[src/rtl/tap_pkg.sv]
package tap_pkg;
  localparam int IR_W = 3;

  typedef enum logic [3:0] {
    ST_RESET, ST_IDLE,
    ST_SEL_DR, ST_CAP_DR, ST_SH_DR, ST_EX1_DR, ST_PA_DR, ST_EX2_DR, ST_UPD_DR,
    ST_SEL_IR, ST_CAP_IR, ST_SH_IR, ST_EX1_IR, ST_PA_IR, ST_EX2_IR, ST_UPD_IR
  } tap_state_e;

  typedef enum logic [IR_W-1:0] {
    OP_EXTEST  = 3'b000,
    OP_IDCODE  = 3'b001,
    OP_SAMPLEZ = 3'b010,
    OP_RSV_A   = 3'b011,
    OP_SAMPLE  = 3'b100,
    OP_PRIV    = 3'b101,
    OP_RSV_B   = 3'b110,
    OP_BYPASS  = 3'b111
  } tap_op_e;
endpackage

[src/rtl/tap_ctrl.sv]
module tap_ctrl
  import tap_pkg::*;
(
  input  logic       tck,
  input  logic       rst,
  input  logic       tms,
  output tap_state_e state
);
  localparam int ESC_N = 5;
  localparam int CW    = $clog2(ESC_N + 1);

  tap_state_e nxt;
  logic [CW-1:0] ones_cnt;

  always_comb begin
    unique case (state)
      ST_RESET:  nxt = tms ? ST_RESET  : ST_IDLE;
      ST_IDLE:   nxt = tms ? ST_SEL_DR : ST_IDLE;
      ST_SEL_DR: nxt = tms ? ST_SEL_IR : ST_CAP_DR;
      ST_CAP_DR: nxt = tms ? ST_EX1_DR : ST_SH_DR;
      ST_SH_DR:  nxt = tms ? ST_EX1_DR : ST_SH_DR;
      ST_EX1_DR: nxt = tms ? ST_UPD_DR : ST_PA_DR;
      ST_PA_DR:  nxt = tms ? ST_EX2_DR : ST_PA_DR;
      ST_EX2_DR: nxt = tms ? ST_UPD_DR : ST_SH_DR;
      ST_UPD_DR: nxt = tms ? ST_SEL_DR : ST_IDLE;
      ST_SEL_IR: nxt = tms ? ST_RESET  : ST_CAP_IR;
      ST_CAP_IR: nxt = tms ? ST_EX1_IR : ST_SH_IR;
      ST_SH_IR:  nxt = tms ? ST_EX1_IR : ST_SH_IR;
      ST_EX1_IR: nxt = tms ? ST_UPD_IR : ST_PA_IR;
      ST_PA_IR:  nxt = tms ? ST_EX2_IR : ST_PA_IR;
      ST_EX2_IR: nxt = tms ? ST_UPD_IR : ST_SH_IR;
      ST_UPD_IR: nxt = tms ? ST_SEL_DR : ST_IDLE;
      default:   nxt = ST_RESET;
    endcase
  end

  always_ff @(posedge tck) begin
    if (rst) begin
      state    <= ST_RESET;
      ones_cnt <= '0;
    end else begin
      state    <= nxt;
      if (!tms)                 ones_cnt <= '0;
      else if (ones_cnt != CW'(ESC_N)) ones_cnt <= ones_cnt + 1'b1;
    end
  end

  // five high mode-select clocks in a row always land in Test-Logic-Reset
  a_r1_five_ones_reset: assert property (@(posedge tck) disable iff (rst)
    (ones_cnt == CW'(ESC_N)) |-> (state == ST_RESET));
endmodule

[src/rtl/tap_instr.sv]
module tap_instr
  import tap_pkg::*;
(
  input  logic       tck,
  input  logic       rst,
  input  tap_state_e state,
  input  logic       tdi,
  output logic       ir_out,
  output logic       sel_id,
  output logic       sel_bsr,
  output logic       bs_select,
  output logic       force_hiz
);
  logic [IR_W-1:0] ir_sr;
  tap_op_e         ir_cur, ir_nxt;

  always_ff @(posedge tck) begin
    if (state == ST_CAP_IR)     ir_sr <= {{(IR_W-2){1'b0}}, 2'b01};
    else if (state == ST_SH_IR) ir_sr <= {tdi, ir_sr[IR_W-1:1]};
  end

  assign ir_out = ir_sr[0];

  always_comb begin
    if (state == ST_RESET)       ir_nxt = OP_IDCODE;
    else if (state == ST_UPD_IR) ir_nxt = tap_op_e'(ir_sr);
    else                         ir_nxt = ir_cur;
  end

  always_ff @(negedge tck) begin
    ir_cur    <= ir_nxt;
    sel_id    <= (ir_nxt == OP_IDCODE);
    sel_bsr   <= (ir_nxt == OP_EXTEST) || (ir_nxt == OP_SAMPLE) || (ir_nxt == OP_SAMPLEZ);
    bs_select <= (ir_nxt == OP_EXTEST);
    force_hiz <= (ir_nxt == OP_SAMPLEZ);
  end

  // Capture-IR leaves the fixed 01 pattern in the low bits
  a_r2_ir_capture: assert property (@(posedge tck) disable iff (rst)
    (state == ST_CAP_IR) |=> (ir_sr[1:0] == 2'b01));
  // the current instruction only moves in Update-IR or Test-Logic-Reset
  a_r6_ir_update_only: assert property (@(posedge tck) disable iff (rst)
    !$stable(ir_cur) |-> (state == ST_UPD_IR || state == ST_RESET));
endmodule

[src/rtl/tap_bscan.sv]
module tap_bscan
  import tap_pkg::*;
#(
  parameter int               BSR_W = 10,
  parameter int               PIN_W = 8,
  parameter logic [BSR_W-1:0] FILL  = '0
) (
  input  logic             tck,
  input  logic             rst,
  input  tap_state_e       state,
  input  logic             sel_bsr,
  input  logic             tdi,
  input  logic [PIN_W-1:0] pin_in,
  output logic             bsr_out,
  output logic [BSR_W-1:0] bs_drive
);
  logic [BSR_W-1:0] cap_val;
  logic [BSR_W-1:0] chain;

  for (genvar g = 0; g < BSR_W; g++) begin : g_cell
    if (g < PIN_W) begin : g_pin
      assign cap_val[g] = pin_in[g];
    end else begin : g_fill
      assign cap_val[g] = FILL[g];
    end
  end

  always_ff @(posedge tck) begin
    if (sel_bsr) begin
      if (state == ST_CAP_DR)     chain <= cap_val;
      else if (state == ST_SH_DR) chain <= {tdi, chain[BSR_W-1:1]};
    end
  end

  assign bsr_out = chain[0];

  always_ff @(negedge tck) begin
    if (rst)                                  bs_drive <= '0;
    else if (sel_bsr && state == ST_UPD_DR)   bs_drive <= chain;
  end

  // update latches move only in Update-DR
  a_r8_drive_on_update: assert property (@(posedge tck) disable iff (rst)
    !$stable(bs_drive) |-> (state == ST_UPD_DR));
endmodule

[src/rtl/tap_scan_port.sv]
module tap_scan_port
  import tap_pkg::*;
#(
  parameter int               BSR_W    = 10,
  parameter int               PIN_W    = 8,
  parameter logic [BSR_W-1:0] FILL     = {2'b10, {(BSR_W-2){1'b0}}},
  parameter logic [31:0]      ID_VALUE = 32'h1B5C_7E93
) (
  input  logic             tck,
  input  logic             rst,
  input  logic             tms,
  input  logic             tdi,
  output logic             tdo,
  output logic             tdo_en,
  input  logic [PIN_W-1:0] pin_in,
  output logic [PIN_W-1:0] core_in,
  output logic [BSR_W-1:0] bs_drive,
  output logic             bs_select,
  output logic             force_hiz
);
  localparam int ID_W = 32;

  tap_state_e      state;
  logic            ir_out, bsr_out, sel_id, sel_bsr;
  logic            byp;
  logic [ID_W-1:0] id_sr;

  tap_ctrl u_ctrl (.tck(tck), .rst(rst), .tms(tms), .state(state));

  tap_instr u_instr (
    .tck(tck), .rst(rst), .state(state), .tdi(tdi), .ir_out(ir_out),
    .sel_id(sel_id), .sel_bsr(sel_bsr), .bs_select(bs_select), .force_hiz(force_hiz)
  );

  tap_bscan #(.BSR_W(BSR_W), .PIN_W(PIN_W), .FILL(FILL)) u_bscan (
    .tck(tck), .rst(rst), .state(state), .sel_bsr(sel_bsr), .tdi(tdi),
    .pin_in(pin_in), .bsr_out(bsr_out), .bs_drive(bs_drive)
  );

  // functional inputs pass through untouched by any instruction
  assign core_in = pin_in;

  always_ff @(posedge tck) begin
    if (state == ST_CAP_DR)     byp <= 1'b0;
    else if (state == ST_SH_DR) byp <= tdi;
    if (sel_id) begin
      if (state == ST_CAP_DR)     id_sr <= ID_VALUE;
      else if (state == ST_SH_DR) id_sr <= {tdi, id_sr[ID_W-1:1]};
    end
  end

  always_ff @(negedge tck) begin
    tdo_en <= (state == ST_SH_IR) || (state == ST_SH_DR);
    if (state == ST_SH_IR)  tdo <= ir_out;
    else if (sel_id)        tdo <= id_sr[0];
    else if (sel_bsr)       tdo <= bsr_out;
    else                    tdo <= byp;
  end

  // the output enable, set on the falling edge, matches the shift states
  a_r9_tdo_en_shift: assert property (@(posedge tck) disable iff (rst)
    tdo_en == (state == ST_SH_IR || state == ST_SH_DR));
  // bypass stage always holds 0 right after Capture-DR
  a_r4_bypass_zero: assert property (@(posedge tck) disable iff (rst)
    (state == ST_CAP_DR) |=> (byp == 1'b0));
endmodule

[config.mk]
export PLATFORM = sky130hd
export DESIGN_NAME = tap_scan_port
export DESIGN_NICKNAME = d
export VERILOG_FILES = /design/src/rtl/tap_pkg.sv /design/src/rtl/tap_ctrl.sv /design/src/rtl/tap_instr.sv /design/src/rtl/tap_bscan.sv /design/src/rtl/tap_scan_port.sv
export SDC_FILE = /design/constraint.sdc
export NUM_CORES = 1
export LEC_CHECK = 0
export CAP_MARGIN = 20
export CELL_PAD_IN_SITES_DETAIL_PLACEMENT = 0
export CELL_PAD_IN_SITES_GLOBAL_PLACEMENT = 2
export CORE_ASPECT_RATIO = 0.9
export CORE_MARGIN = 2
export CORE_UTILIZATION = 40
export DETAILED_ROUTE_END_ITERATION = 10
export PLACE_DENSITY_LB_ADDON = 0.25
export SYNTH_ARGS = -nofsm -noshare
export SYNTH_HDL_FRONTEND = slang
export SYNTH_HIERARCHICAL = 1
export SYNTH_SLANG_ARGS = --single-unit
[constraint.sdc]
create_clock -name tck -period 3.4 [get_ports tck]
set_input_delay 0.51 -clock tck [delete_from_list [all_inputs] [get_ports tck]]
set_output_delay 0.51 -clock tck [all_outputs]
set_load 0.05 [all_outputs]
After elaboration in Yosys (flattened, before gate mapping)
Cells that the tools add are included.
{ "word_totals": {"rom_bits": 0, "word_cells": 65, "latch_bits": 0, "input_bits": 12, "ram_bits": 0, "output_inout_bits": 22, "n_memories": 0, "reg_bits": 69} }
{ "classes": {"n_bitwise": 0, "n_eq_ne": 18, "n_mul": 0, "n_div": 0, "order_cmp": 0, "n_reduce_logical": 12, "add_sub_neg": 0, "muxes": 21, "n_shift": 0} }
{ "op_table": {"columns": ["operator", "count"], "rows": [
  ["$pmux 4 s12", 1],
  ["$eq 4x4->1 const B", 8],
  ["$mux 32", 1],
  ["$eq 4x3->1 const B", 4],
  ["$mux 4", 4],
  ["$mux 3", 4],
  ["$mux 10", 1],
  ["$eq 4x2->1 const B", 2],
  ["$mux 8", 1],
  ["$mux 1", 6],
  ["$mux 2", 3],
  ["$eq 4x1->1 const B", 1],
  ["$logic_not 4->1", 1],
  ["$reduce_and 2->1", 2],
  ["$reduce_or 2->1", 2],
  ["$eq 3x1->1 const B", 1],
  ["$eq 3x2->1 const B", 1],
  ["$eq 3x3->1 const B", 1],
  ["$logic_not 3->1", 1],
  ["$logic_or 1x1->1", 3],
  ["$reduce_or 3->1", 1],
  ["$reduce_bool 2->1", 1],
  ["$logic_and 1x1->1", 1]
]} }

Logic depth before layout (Yosys ltp)
{ "depth": {"word_depth": 6, "ltp_mapped": 4, "mapped_depth_nobuf": 3} }

Hierarchy
Netlist, hierarchy kept.
{ "modules_own_cells": {"columns": ["module", "seq_area_each_um2", "cells_each", "n_inst", "area_each_um2"], "rows": [
  ["tap_scan_port", 1021.0, 97, 1, 1442.6],
  ["tap_bscan", 500.5, 72, 1, 947.2],
  ["tap_instr", 200.2, 42, 1, 405.4],
  ["tap_ctrl", 80.1, 39, 1, 335.3]
]} }

==> results.toml <==
[run_status]
status = "finished clean"

[route]
drt-wirelength-per-cell_um = 13.12
remaining_drc_errors = 0
wl_um = 5287
dr.pass1.iters = 4
via_per_inst = 4.801
postRouteAntennaNets = 0
routed-via-count = 1935
drt_iter0_markers = 70

[global_route]
grt_antenna_before_repair = 0
grt_pass1_wl_um = 8894
grt_start_max_net_pins = 33
grt-ovfl-total = 0
grt_usage_pct = 13.50
grt_pass1_vias = 1822

[clock_tree]
cts_tree = "built"
cts_buffers = 9
cts-root-buf = "clkbuf_8"
cts-htree-levels = 3
clkTransAtPathRegs_ns = 0.07
insertion_delay_ns = 0.39
postCtsHoldBufs = 0
clockBufferDepth = 2
clock_sinks = 69

[sta]
fin_setup_tns_ns = 0
finalMaxSlewViolations = 0
worstMarginPinSlew_ns = 0.6123
slew_headroom_pct = 59.18
hold_viol = 0
finalClockSkew_ns = 0.04871
timing.final.ws_setup_ns = 0.2769
setup_viol = 0
rsz0062_at_grt = "false"

[die]
start_util_pct = 41.29
num_rows = 30
die_h_um = 87.93
core_area_um2 = 7582
num_io_pins = 34
die-area_um2 = 8551
fp.dieW_um = 97.25

[synthesis]
syn_inst = 250
yosysTopAreaCellShare_pct = 40.29
yosysTopAreaCell = "edfxtp_1"
synthArstFlopShare_pct = 0
syn_nets = 262
yosysUniqueCellTypes = 53
yosys-top-cells-count = "42 x edfxtp_1, 27 x dfxtp_1, 24 x nand2b_1, 18 x or2_1, 14 x nor2b_1"
yosysMostFrequentCell = "edfxtp_1"
syn-cell-area_um2 = 3131
synth.avg_cell_area_um2 = 12.52
ys_seq_elements = 69
synth-edff-count = 42
synth_flop_cell = "edfxtp_1"
synth.top_cells.by_area = "edfxtp_1 40%, dfxtp_1 17%, nand2b_1 4.8%, mux2_4 3.8%, or2_1 3.6%"
yosysWarningCount = 6
seq_area_frac_synth_pct = 57.55

[cells_and_area]
layout-drive-gt1-share_pct = 21.17
fillCellCount = 672
final_net_count = 314
multi_input_area_um2 = 1110
ff_latch_area_um2 = 1802
antenna_cells = 0
area_growth_pct = 26.78

[setup_path]
critPathLaunchType = "flip-flop"
cp.required_ns = 2.89
crit_slowest_cell = "dfxtp_1"
cp_max_fo = 2
worstSetupEndpointType = "primary output"
crit_path_cell_trace = "buf_12"
path_buf_inv = 1
critPathTopFamily = "flip-flops"
path_class = "flip-flop to primary output"
max_stage_delay_ns = 0.37
cp.arrival_ns = 2.61

[pwr]
vdd_drop_max_mv = 0.2173
power_density_nw_per_um2 = 489.8
p_leak_nw = 1.486

[run]
maxCapViolations = 0

[place]
gp_congestion = 0.7753
place_ws_ns = 0.1263
numPortBuffers = 33
dpl.hpwl_um = 3382

[hold_path]
holdCritPathClass = "flip-flop to flip-flop"
[through the flow]
stage	cell area (um^2)	std cells	hold WS, ns	utilization (%)	power, mW
floorplan	3131	250	0.4252	-	1.110
global placement	3662	370	0.4371	48.30	1.156
detailed placement	3662	370	0.4433	48.30	1.157
CTS	3961	402	0.4552	52.24	1.971
global route	3969	403	0.4800	52.34	2.044
finish	3969	403	0.4566	52.34	1.944
[per-layer routing]
layer  vias up  global-route usage (%)  share of wire, %
li1        980                       -                 -
met3         8                   5.507               3.9
met2        25                   20.83                46
met4         0                   4.924               1.8
met1       922                   17.36                49
met5         -                       0                 0
[sequential cells by signal, summed over array words and instances, names as in the netlist, 3 cells and up]
| signal | cells |
|---|---|
| u_ctrl/state | 4 |
| id_sr | 32 |
| u_bscan/bs_drive | 10 |
| u_instr/ir_cur | 3 |
| u_bscan/chain | 10 |
| u_instr/ir_sr | 3 |
[layout make-up]
class	count	share of cell area, %
Clock inverter	24	3.436
Tap cell	96	3.026
Inverter	9	0.8512
Timing Repair Buffer	46	14.94
Sequential cell	69	45.40
Clock buffer	11	4.382
Multi-Input combinational cell	148	27.96
[worst paths after layout]
path	from	end	slack, ns	depth (start not counted)
setup / recovery	u_bscan/bs_drive[3]	bs_drive[3]	0.28	1
hold / removal	u_instr/ir_sr[1]	u_instr/ir_sr[1]	0.46	2
setup reg to reg	u_ctrl/state[2]	u_instr/sel_bsr	0.31	4
hold reg to reg	u_instr/ir_sr[1]	u_instr/ir_sr[1]	0.46	2
[placed cells by master (no fill, tap or decap), types with 3 or more instances in the layout]
| master | n |
|---|---|
| o21ai_0 | 5 |
| buf_12 | 16 |
| o31ai_1 | 3 |
| or2_1 | 18 |
| mux2_4 | 8 |
| o211ai_1 | 5 |
| clkdlybuf4s50_1 | 19 |
| nand2b_1 | 24 |
| clkbuf_8 | 9 |
| a21oi_1 | 4 |
| nand2_1 | 5 |
| mux2i_1 | 10 |
| buf_4 | 11 |
| edfxtp_1 | 42 |
| nand3_1 | 3 |
| nor2_1 | 7 |
| dfxtp_1 | 27 |
| nor3b_1 | 4 |
| inv_1 | 27 |
| nor2b_1 | 14 |
[power breakdown]
| group | switching, mW | internal [mW] |
|---|---|---|
| logic | 0.0896 | 0.0766 |
| clock network | 0.355 | 0.490 |
| registers | 0.0168 | 0.916 |
[logic make-up (layout without fill, tap and decap cells)]
group	count (synthesis)	after routing	share of synthesized area [%]
mux	19	19	7.394
compound gates	34	34	8.113
simple gates	94	94	19.66
flops	69	69	57.55
buf+inv	33	90	6.994
xor+xnor	1	1	0.2798
[what timing repair did]
action | CTS | global route
resized for setup | 0 | 0
setup endpoints to repair | 0 | 1
buffers inserted | 0 | 1
(Power assumes the default switching activity.)
